### src/rtl/ld_pkg.sv
// Package: shared types and the region map for the load-status responder.
// Assumes word addressing and exactly three buffer regions.
package ld_pkg;

    typedef enum logic [1:0] {
        BUF_BOOT  = 2'd0,
        BUF_DATA0 = 2'd1,
        BUF_DATA1 = 2'd2,
        BUF_NONE  = 2'd3
    } buf_sel_e;

    localparam int NUM_REGIONS = 3;

    // First word address of region i.
    function automatic logic [15:0] region_base(input int i);
        case (i)
            0:       return 16'h0000;
            1:       return 16'h0200;
            default: return 16'h0600;
        endcase
    endfunction

    // Number of words in region i.
    function automatic logic [15:0] region_size(input int i);
        case (i)
            0:       return 16'h0010;
            default: return 16'h0020;
        endcase
    endfunction

endpackage

### src/rtl/ld_region_decode.sv
// Module: decodes a word address into one hit flag per buffer region.
// Assumes the regions do not overlap. Purely combinational.
module ld_region_decode #(
    parameter int ADDR_W = 16
) (
    input  logic [ADDR_W-1:0]              addr,
    output logic [ld_pkg::NUM_REGIONS-1:0] hit
);
    for (genvar g = 0; g < ld_pkg::NUM_REGIONS; g++) begin : g_region
        localparam logic [ADDR_W-1:0] BASE = ADDR_W'(ld_pkg::region_base(g));
        localparam logic [ADDR_W-1:0] SIZE = ADDR_W'(ld_pkg::region_size(g));
        logic [ADDR_W-1:0] offset;
        // Offset from the region base; wraps below the base, so one compare suffices.
        assign offset = addr - BASE;
        assign hit[g] = (offset < SIZE);
    end
endmodule

### src/rtl/ld_guard_timer.sv
// Module: counts the settling window after each load start.
// done goes high GUARD_CYC cycles after restart, or after reset, and stays high.
module ld_guard_timer #(
    parameter int GUARD_CYC = 70
) (
    input  logic clk,
    input  logic rst_n,
    input  logic restart,
    output logic done
);
    localparam int CNT_W = $clog2(GUARD_CYC + 1);
    localparam logic [CNT_W-1:0] LIMIT = CNT_W'(GUARD_CYC);

    logic [CNT_W-1:0] cnt_q;

    // Count up to the limit, restarting from zero on a new load.
    always_ff @(posedge clk) begin
        if (!rst_n || restart) begin
            cnt_q <= '0;
        end else if (cnt_q != LIMIT) begin
            cnt_q <= cnt_q + 1'b1;
        end
    end

    assign done = (cnt_q == LIMIT);
endmodule

### src/rtl/ld_toggle_core.sv
// Module: the per-read toggle flag. It records whether a read qualified while
// the strobe was low, and inverts the flag on the strobe's rising edge.
// Assumes rd_stb_n is already synchronous to clk.
module ld_toggle_core (
    input  logic clk,
    input  logic rst_n,
    input  logic clear,
    input  logic rd_stb_n,
    input  logic qualify,
    output logic tog_q
);
    logic stb_q;
    logic hit_q;

    // Delay the strobe by one cycle to find its rising edge.
    always_ff @(posedge clk) begin
        if (!rst_n) stb_q <= 1'b1;
        else        stb_q <= rd_stb_n;
    end

    // Hold whether the current read qualified for the toggle.
    always_ff @(posedge clk) begin
        if (!rst_n)        hit_q <= 1'b0;
        else if (!rd_stb_n) hit_q <= qualify;
    end

    // Clear at load start; invert when a qualifying read ends.
    always_ff @(posedge clk) begin
        if (!rst_n || clear)                  tog_q <= 1'b0;
        else if (rd_stb_n && !stb_q && hit_q) tog_q <= ~tog_q;
    end
endmodule

### src/rtl/ld_toggle_responder.sv
// Top: load-status toggle responder. It holds the busy flag and the
// buffer-select register, and forms the read word for the host.
// Assumes ram_data is the stored word at rd_addr in the same cycle.
module ld_toggle_responder #(
    parameter int          ADDR_W        = 16,
    parameter int          DATA_W        = 16,
    parameter int          TOG_BIT       = 6,
    parameter int          CLK_PERIOD_PS = 5000,
    parameter int          GUARD_NS      = 350,
    parameter logic [15:0] LOAD_CODE_A   = 16'h0000,
    parameter logic [15:0] LOAD_CODE_B   = 16'h0013
) (
    input  logic              clk,
    input  logic              rst_n,
    input  logic              cmd_wr,
    input  logic [15:0]       cmd_data,
    input  logic              sel_wr,
    input  logic [1:0]        sel_data,
    input  logic              load_done,
    input  logic              mode_cache_rd,
    input  logic              mode_sync_burst,
    input  logic              rd_stb_n,
    input  logic [ADDR_W-1:0] rd_addr,
    input  logic [DATA_W-1:0] ram_data,
    output logic [DATA_W-1:0] rd_data,
    output logic              busy
);
    import ld_pkg::*;

    localparam int GUARD_CYC = (GUARD_NS * 1000 + CLK_PERIOD_PS - 1) / CLK_PERIOD_PS;

    buf_sel_e                 sel_q;
    logic                     busy_q;
    logic                     load_start;
    logic                     async_mode;
    logic                     hit_sel;
    logic                     guard_done;
    logic                     tog_q;
    logic                     toggling;
    logic [NUM_REGIONS-1:0]   hit;

    // A load starts on a recognised code, and only while idle.
    assign load_start = cmd_wr && !busy_q &&
                        (cmd_data == LOAD_CODE_A || cmd_data == LOAD_CODE_B);
    assign async_mode = !mode_cache_rd && !mode_sync_burst;

    // Busy flag: set by a load start, cleared by load_done; busy out of reset.
    always_ff @(posedge clk) begin
        if (!rst_n)          busy_q <= 1'b1;
        else if (load_start) busy_q <= 1'b1;
        else if (load_done)  busy_q <= 1'b0;
    end

    // Buffer-select register; the boot region is selected out of reset.
    always_ff @(posedge clk) begin
        if (!rst_n)      sel_q <= BUF_BOOT;
        else if (sel_wr) sel_q <= buf_sel_e'(sel_data);
    end

    ld_region_decode #(.ADDR_W(ADDR_W)) u_decode (
        .addr (rd_addr),
        .hit  (hit)
    );

    // Pick the hit flag of the selected region.
    always_comb begin
        case (sel_q)
            BUF_BOOT:  hit_sel = hit[0];
            BUF_DATA0: hit_sel = hit[1];
            BUF_DATA1: hit_sel = hit[2];
            default:   hit_sel = 1'b0;
        endcase
    end

    ld_guard_timer #(.GUARD_CYC(GUARD_CYC)) u_guard (
        .clk     (clk),
        .rst_n   (rst_n),
        .restart (load_start),
        .done    (guard_done)
    );

    assign toggling = busy_q && async_mode && hit_sel;

    ld_toggle_core u_toggle (
        .clk      (clk),
        .rst_n    (rst_n),
        .clear    (load_start),
        .rd_stb_n (rd_stb_n),
        .qualify  (toggling && guard_done),
        .tog_q    (tog_q)
    );

    // Read word: zero inside the window, toggle bit after it, else stored data.
    always_comb begin
        rd_data = ram_data;
        if (toggling) begin
            if (!guard_done) rd_data = '0;
            else             rd_data[TOG_BIT] = tog_q;
        end
    end

    assign busy = busy_q;
endmodule

### config.mk
export PLATFORM = sky130hd
export DESIGN_NAME = ld_toggle_responder
export DESIGN_NICKNAME = d
export VERILOG_FILES = /design/src/rtl/ld_pkg.sv /design/src/rtl/ld_region_decode.sv /design/src/rtl/ld_guard_timer.sv /design/src/rtl/ld_toggle_core.sv /design/src/rtl/ld_toggle_responder.sv
export SDC_FILE = /design/constraint.sdc
export NUM_CORES = 1
export LEC_CHECK = 0
export ABC_AREA = 1
export CAP_MARGIN = 20
export CORE_ASPECT_RATIO = 0.9
export CORE_MARGIN = 4
export CORE_UTILIZATION = 30
export DETAILED_ROUTE_END_ITERATION = 8
export PLACE_DENSITY = 0.73
export SETUP_SLACK_MARGIN = 0.3
export SLEW_MARGIN = 20
export SYNTH_ARGS = -nofsm -noshare
export SYNTH_HDL_FRONTEND = slang
export SYNTH_HIERARCHICAL = 1
export SYNTH_SLANG_ARGS = --single-unit
export TNS_END_PERCENT = 50
### constraint.sdc
create_clock -name clk -period 5.15 [get_ports clk]
set_input_delay 0.7725 -clock clk [delete_from_list [all_inputs] [get_ports clk]]
set_output_delay 0.7725 -clock clk [all_outputs]
set_load 0.1 [all_outputs]
* Word level (Yosys, flattened, before mapping)
Index checks and enable logic that the tools add are counted.
Operators by class: add/sub/neg operators 3, $lt $le $gt $ge 3, eq/ne operators 5, mux-type cells 5, bitwise operators 2, reduce and logical (&&, ||, !) cells 18
Operators with widths (count):
- < comparator 16 x 6 -> 1 bit, second input constant | 2
- equality test 16 x 5 -> 1 bit, second input constant | 1
- logical NOT 16 bit | 1
- < comparator 16 x 5 -> 1 bit, second input constant | 1
- 2-to-1 mux 16 bit | 1
- subtractor 16 x 10 -> 16 bit, second input constant | 1
- subtractor 16 x 11 -> 16 bit, second input constant | 1
- 2-to-1 mux 9 bit | 1
- logical AND 1 bit | 8
- adder 7 x 1 -> 7 bit, second input constant | 1
- equality test 7 bit, second input constant | 1
- inequality test 7 bit, second input constant | 1
- 2-to-1 mux 6 bit | 1
- logical NOT 1 bit | 5
- case mux 1 bit (3 select lines) | 1
- equality test 2 x 1 -> 1 bit, second input constant | 1
- equality test 2 bit, second input constant | 1
- logical NOT 2 bit | 1
- logical OR 1 bit | 2
- inverter 1 bit | 2
- OR reduction 2 bit | 1
- 2-to-1 mux 1 bit | 1
Storage, ports and cells: flip-flop bits (word level) 13, input port bits 58, output and inout port bits 17, logic and storage cells 42

* Logic depth before layout (Yosys ltp)
Gate-level depths: netlist of run 1.
depth after elaboration 5, mapped depth 15, gate-level depth less buffers 14

* Cells and area by module
Netlist of run 1, hierarchy kept.
By module, submodules not included:
- ld_toggle_responder | instances 1, cells each 130, area an instance 636.9 um^2, sequential area each 60.1 um^2
- ld_guard_timer | instances 1, cells each 60, area an instance 391.6 um^2, sequential area each 140.1 um^2
- ld_region_decode | instances 1, cells each 44, area an instance 222.7 um^2, sequential area each 0.0 um^2
- ld_toggle_core | instances 1, cells each 16, area an instance 112.6 um^2, sequential area each 60.1 um^2

* Worst setup path after synthesis of run 1
OpenSTA, ideal clock, no wires.
path type in2out, start input port rd_addr[9], end output port rd_data[0], data arrival time 2647 ps, required time 4378 ps, slack 1731 ps, stages on the path 12, path buffers 1, cell sequence inv_1 > ha_1 > nor2_1 > nand4_1 > nor2_1 > inv_1 > nand2_1 > nand3_4 > nor2_8 > buf_6 > nand2_1 > nand2_1
On the way: longest elaborated chain between the ends 5, elaborated cells between the ends (all ways) 8, those cells by class add/sub (2); order compare (3); mux (2); reduce/logical (1)
Ends and longest elaborated chain:
- start: declaration | line ld_toggle_responder.sv:23 | input logic [ADDR_W-1:0] rd_addr,
- subtractor 16 x 11 -> 16 bit | line ld_region_decode.sv:14 | assign offset = addr - BASE;
- < comparator 16 x 6 -> 1 bit | line ld_region_decode.sv:15 | assign hit[g] = (offset < SIZE);
- via hit[2] | line ld_toggle_responder.sv:40 | logic [NUM_REGIONS-1:0] hit;
- case mux 1 bit (3 select lines) | line ld_toggle_responder.sv:67 | case (sel_q)
- logical AND 1 bit | line ld_toggle_responder.sv:82 | assign toggling = busy_q && async_mode && hit_sel;
- 2-to-1 mux 16 bit | line ld_toggle_responder.sv:96 | if (toggling) begin
- end: declaration | line ld_toggle_responder.sv:25 | output logic [DATA_W-1:0] rd_data,
The timed path passes the listed nets, and every way through them passes these cells.

* Final worst setup path of run 1
start input port rd_addr[10], end output port rd_data[4]
Same word-level chain as after synthesis.

==> flow_metrics.tcl, run 1 <==
set metrics [dict create \
    drcViolationCount 0 \
    crit_type "in -> out" \
    io_pins 75 \
    r2r-start "u_guard/cnt_q[0]" \
    finalSetupViolCount 0 \
    avgSynthCellArea_um2 5.46 \
    yosysTopAreaCell "nand2_1" \
    diodes 0 \
    cts_hold_buf 0 \
    synth_edf_count 0 \
    hp-start "u_toggle/hit_q" \
    vias 1649 \
    r2r_cells 7 \
    maxCapViolCount 0 \
    relSlewSlack 0.341 \
    ys_seq_area_frac 0.191 \
    grt_pass1_wl_mm 6.15 \
    area_delta_synth_final_pct 54.9 \
    period_share 0.761 \
    ys_top_cells_by_area "nand2_1 25%, dfxtp_1 19%, inv_1 12%" \
    clk_path_buf_depth 2 \
    numCtsBuffers 3 \
    post_cts.repair.setup_buffers 0 \
    dpl.hpwl_mm 2.87 \
    path_clk_slew_ns 0.06 \
    synth_seq_cells 13 \
    numPortBuffers 70 \
    hold_path_end "u_toggle/hit_q" \
    regArea_um2 260 \
    viasPerCell 4.35 \
    async_flop_share 0 \
    ys_types 26 \
    fmax_ghz 0.255 \
    crit_arrival_ns 3.15 \
    p_per_area_nw_per_um2 175 \
    hp-class "reg -> reg" \
    fin_tns_setup_ns 0 \
    firstDrtPassIters 4 \
    grt_max_degree 20 \
    grt-ovfl-total 0 \
    power_leakage_nw 1.04 \
    cp.required_ns 4.38 \
    startpoint_type "input pin" \
    cts-root-buf "clkbuf_8" \
    fp.dieW_um 79.1 \
    crit_fanout 18 \
    cts_tree "done" \
    start_util 0.322 \
    rsz0062_at_grt "false" \
    core-area_um2 4240 \
    die_area_um2 5690 \
    min_period_ns 3.92 \
    detail-route-antenna-nets 0 \
    syn_inst 250 \
    clock_latency_ns 0.24 \
    post_cts_resized 0 \
    finalHoldViolations 0 \
    routabilityCongestion 0.824 \
    wirelength_mm 3.43 \
    grt_pass1_vias 1529 \
    htreeDepth 1 \
    drtIter0Drc 71 \
    r2r_end "u_toggle/hit_q" \
    yosysMostFrequentCell "nand2_1" \
    worst_setup_path_end_kind "primary output" \
    fp-row-count 22 \
    die_h_um 72.0 \
    instances_no_fill 379 \
    yosys-top-cells-count "90 x nand2_1, 45 x inv_1, 30 x nor2_1" \
    rrSetupSlack_ns 3.34 \
    grt_usage 0.128 \
    cts.sinks 13 \
    synth_top_cell_area_share 0.248 \
    final_max_slew_viol_count 0 \
    fill_cells 457 \
    synth-main-ff-cell "dfxtp_1" \
    layout.nets 382 \
    syn_area_um2 1360 \
    drive_above_1_share 0.119 \
    outcome "complete, no violations" \
    syn_nets 312 \
    skew_ns 0.00222 \
    vdd_drop_max_mv 0.0822 \
    multi_input_area_um2 897 \
    yosysWarnings 6 \
    antenna_found_initial 0 \
    dp_cells 375 \
    min_path_cells 2 \
    worst_pin_slew_ns 0.985 \
    routedWlPerCell_um 9.06 \
]
per-layer routing:
metal / vias up / wire [um] / track usage
li1: 895 / - / -
met1: 688 / 1650 / 0.165
met2: 62 / 1460 / 0.214
met3: 4 / 286 / 0.0248
met4: 0 / 38 / 0.0401
met5: - / 0 / 0
critical path, stage by stage:
cell             delay [ns]
clkdlybuf4s50_1        0.59
inv_1                  0.07
ha_1                   0.30
nor2_1                 0.12
nand4_1                0.11
nor2_1                 0.10
inv_1                  0.05
nand2_1                0.09
nand3_4                0.22
nor2_8                 0.30
nand2_1                0.08
nand2_1                0.08
buf_4                  0.29
worst max path at each step:
stage | slack, ns | to | cells after the start | startpoint
detailed placement | 1.21 | rd_data[4] | 13 | rd_addr[9]
global placement | 1.20 | rd_data[6] | 13 | rd_addr[9]
CTS | 1.20 | rd_data[4] | 13 | rd_addr[9]
finish | 1.23 | rd_data[4] | 13 | rd_addr[10]
floorplan | 1.73 | rd_data[0] | 12 | rd_addr[9]
global route | 0.98 | rd_data[4] | 13 | rd_addr[9]
sequential cells by signal (all words and copies together) (netlist names):
signal / cells
u_toggle/hit_q: 1
busy: 1
u_guard/cnt_q: 7
sel_q: 2
u_toggle/tog_q: 1
u_toggle/stb_q: 1
cell usage in the layout (no fill, tap or decap), drive strengths merged:
cell type and n:
dfxtp 13, nand2 93, clkinv 1, o21a 1
clkbuf 3, nand4 2, o21bai 1, nor2 41
nor3b 1, inv 46, nor3 1, o21ai 20
ha 4, nand3 14, clkdlybuf4s50 54, a21oi 6
buf 16, xor2 1, xnor2 1
stage by stage:
step | utilization | setup WS, ns | hold slack [ns] | instance area, um^2 | total power, W
2_1_floorplan | - | 1.73 | 0.456 | 1360 | 0.000217
3_3_place_gp | 0.487 | 1.20 | 0.473 | 2070 | 0.000281
3_5_place_dp | 0.487 | 1.21 | 0.474 | 2070 | 0.000282
4_1_cts | 0.498 | 1.20 | 0.493 | 2110 | 0.000374
5_1_grt | 0.498 | 0.981 | 0.529 | 2110 | 0.000391
6_report | 0.498 | 1.23 | 0.491 | 2110 | 0.000370
cell families (layout without fill, tap and decap cells):
kind of cell / count (synthesis) / after routing / synth area share
and+or+nand+nor: 152 / 152 / 0.502
buffers and inverters: 51 / 120 / 0.151
AOI/OAI and AO/OA: 28 / 28 / 0.106
DFF: 13 / 13 / 0.191
adders and majority gates: 4 / 4 / 0.0367
xor gates and xnor gates: 2 / 2 / 0.0128
power by group:
group / switching (W) / total [W] / internal (W)
Combinational: 0.000108 / 0.000170 / 0.0000622
Sequential: 0.00000437 / 0.000109 / 0.000105
Clock: 0.0000370 / 0.0000904 / 0.0000534
final cells by class:
cell class                      instances  area share
Clock buffer                            3      0.0195
Clock inverter                          1     0.00237
Inverter                               46      0.0818
Multi-Input combinational cell        186       0.425
Sequential cell                        13       0.123
Tap cell                               60      0.0355
Timing Repair Buffer                   70       0.313
Note: power is estimated with default switching activity, not from simulation.
==> inputs of run 2 (changes only) <==
--- a/config.mk
+++ b/config.mk
@@ -11,7 +11,7 @@
 export CORE_MARGIN = 4
 export CORE_UTILIZATION = 30
 export DETAILED_ROUTE_END_ITERATION = 8
-export PLACE_DENSITY = 0.73
+export PLACE_DENSITY = 0.75
 export SETUP_SLACK_MARGIN = 0.3
 export SLEW_MARGIN = 20
 export SYNTH_ARGS = -nofsm -noshare
==> constraint.sdc (replaced) <==
create_clock -name clk -period 3.6 [get_ports clk]
set_input_delay 0.54 -clock clk [delete_from_list [all_inputs] [get_ports clk]]
set_output_delay 0.54 -clock clk [all_outputs]
set_load 0.1 [all_outputs]
==> run 2 against run 1 <==
Utilization increased by 6.5 points; first-iteration DRC count decreased by 58%; via count increased by 2.0%; hold slack got worse by 0.00055 ns; clock-buffer cell count unchanged; routed wire length increased by 10%; non-clock buffer count increased by 5; register-to-register slack got worse by 1.6 ns; sequential power increased by 43%; largest power group unchanged.
==> flow_metrics.tcl, run 2 (synthesized netlist as in run 1, its figures left out) <==
set metrics [dict create \
    crit_arrival_ns 2.62 \
    startpoint_type "input pin" \
    instances_no_fill 385 \
    reg_top3 "u_guard/cnt_q: 7 flops, sel_q: 2 flops" \
    vias 1682 \
    drcViolationCount 0 \
    p_per_area_nw_per_um2 241 \
    start_util 0.322 \
    area_delta_synth_final_pct 75.0 \
    min_period_ns 3.16 \
    worst_pin_slew_ns 0.990 \
    placed_area_um2 2280 \
    dpl.hpwl_mm 3.09 \
    drive_above_1_share 0.138 \
    crit_chain "clkdlybuf4s50_1 > inv_1 > ha_1 > nor2_1 > nand4_1 > nor2_1 > inv_1 > nand2_1 > nand3_4 > buf_12 > nor2_8 > nand2_1 > nand2_1 > buf_12" \
    io_pins 75 \
    largest_reg_flops 7 \
    drtIter0Drc 30 \
    regMostFlops "u_guard/cnt_q" \
    maxCapViolCount 0 \
    dp_cells 377 \
    rsz0062_at_grt "true" \
    fp.dieW_um 79.1 \
    core-area_um2 4240 \
    grt_pass1_wl_mm 6.32 \
    numPortBuffers 70 \
    die_h_um 72.0 \
    hold_slack_ns 0.491 \
    skew_ns 0.00126 \
    crit_fanout 8 \
    fill_cells 425 \
    crit_type "in -> out" \
    htreeDepth 1 \
    finalSetupViolCount 0 \
    routabilityCongestion 0.825 \
    relSlewSlack 0.338 \
    power_leakage_nw 1.15 \
    grt_pass1_vias 1534 \
    worst_setup_path_end_kind "primary output" \
    outcome "complete, no violations" \
    finalHoldViolations 0 \
    cts_tree "done" \
    antenna_found_initial 0 \
    multi_input_area_um2 920 \
    fin_tns_setup_ns 0 \
    grt_max_degree 20 \
    cts.sinks 13 \
    period_share 0.878 \
    die_area_um2 5690 \
    final_max_slew_viol_count 0 \
    routedWlPerCell_um 9.81 \
    cpMostUsedCell "nand2_1" \
    hp-class "reg -> reg" \
    fmax_ghz 0.316 \
    clock_latency_ns 0.24 \
    firstDrtPassIters 4 \
    cp.required_ns 3.06 \
    path_clk_slew_ns 0.06 \
    final_common_cell "nand2_1" \
    viasPerCell 4.37 \
    regArea_um2 260 \
    layout.nets 388 \
    wirelength_mm 3.78 \
    detail-route-antenna-nets 0 \
    cts-root-buf "clkbuf_8" \
    diodes 0 \
    grt_usage 0.131 \
    grt-ovfl-total 0 \
    cts_hold_buf 0 \
    slowest_stage "clkdlybuf4s50_1" \
    clk_path_buf_depth 2 \
    fp-row-count 22 \
    max_stage_delay_ns 0.48 \
    vdd_drop_max_mv 0.177 \
    final_cell_mix "89 x nand2_1, 53 x clkdlybuf4s50_1, 45 x inv_1, 30 x nor2_1, 17 x buf_12" \
    design_area_um2 2390 \
    numCtsBuffers 3 \
]
[run 2: changes by cell type in the layout (fill, tap and decap cells not counted), moves of 2 or more]
| cell | before | now |
|---|---|---|
| buf_12 | 0 | 17 |
| buf_4 | 16 | 3 |
| o21ai_0 | 10 | 8 |
| o21ai_1 | 10 | 12 |
[run 2: through the flow]
| stage | utilization | setup slack [ns] | total power, W |
|---|---|---|---|
| after floorplan | - | 0.646 | 0.000311 |
| after global placement | 0.538 | 0.261 | 0.000439 |
| after detailed placement | 0.538 | 0.195 | 0.000443 |
| after CTS | 0.556 | 0.392 | 0.000577 |
| after global routing | 0.563 | 0.279 | 0.000605 |
| final | 0.563 | 0.439 | 0.000576 |
[run 2: timing repair]
| action | 4_1_cts | 5_1_grt |
|---|---|---|
| resized for setup | 3 | 3 |
| pin swaps | 1 | 2 |
| setup endpoints to repair | 16 | 9 |
| cloned | 1 | 0 |
| buffers inserted | 2 | 1 |
[run 2: critical path, delay by kind of cell]
kind,cells,cell delay [ns]
and+or+nand+nor,8,0.86
buffers and inverters,5,0.92
adders and majority gates,1,0.30
[run 2: metal layers]
layer  wire length, um  vias up  global-route usage
li1                  -      910                   -
met1              1810      713               0.164
met2              1720       59               0.241
met3               249        0              0.0236
met4                 0        0              0.0172
met5                 0        -                   0
[run 2: final timing paths]
path | from | endpoint | slack, ns | cells after the start
max | rd_addr[10] | rd_data[8] | 0.44 | 14
max reg2reg | u_guard/cnt_q[0] | u_toggle/hit_q | 1.78 | 7
min | u_toggle/hit_q | u_toggle/hit_q | 0.49 | 2
min reg2reg | u_toggle/hit_q | u_toggle/hit_q | 0.49 | 2
[run 2: layout make-up]
class                           count  share of cell area
Clock inverter                      1             0.00210
Clock buffer                        3              0.0173
Timing Repair Buffer               75               0.383
Tap cell                           60              0.0314
Multi-Input combinational cell    187               0.385
Inverter                           46              0.0723
Sequential cell                    13               0.109
[run 2: where the power goes]
group	total (W)	switching [W]	internal, W
Sequential	0.000156	0.00000647	0.000150
Clock	0.000129	0.0000525	0.0000764
Combinational	0.000291	0.000166	0.000125
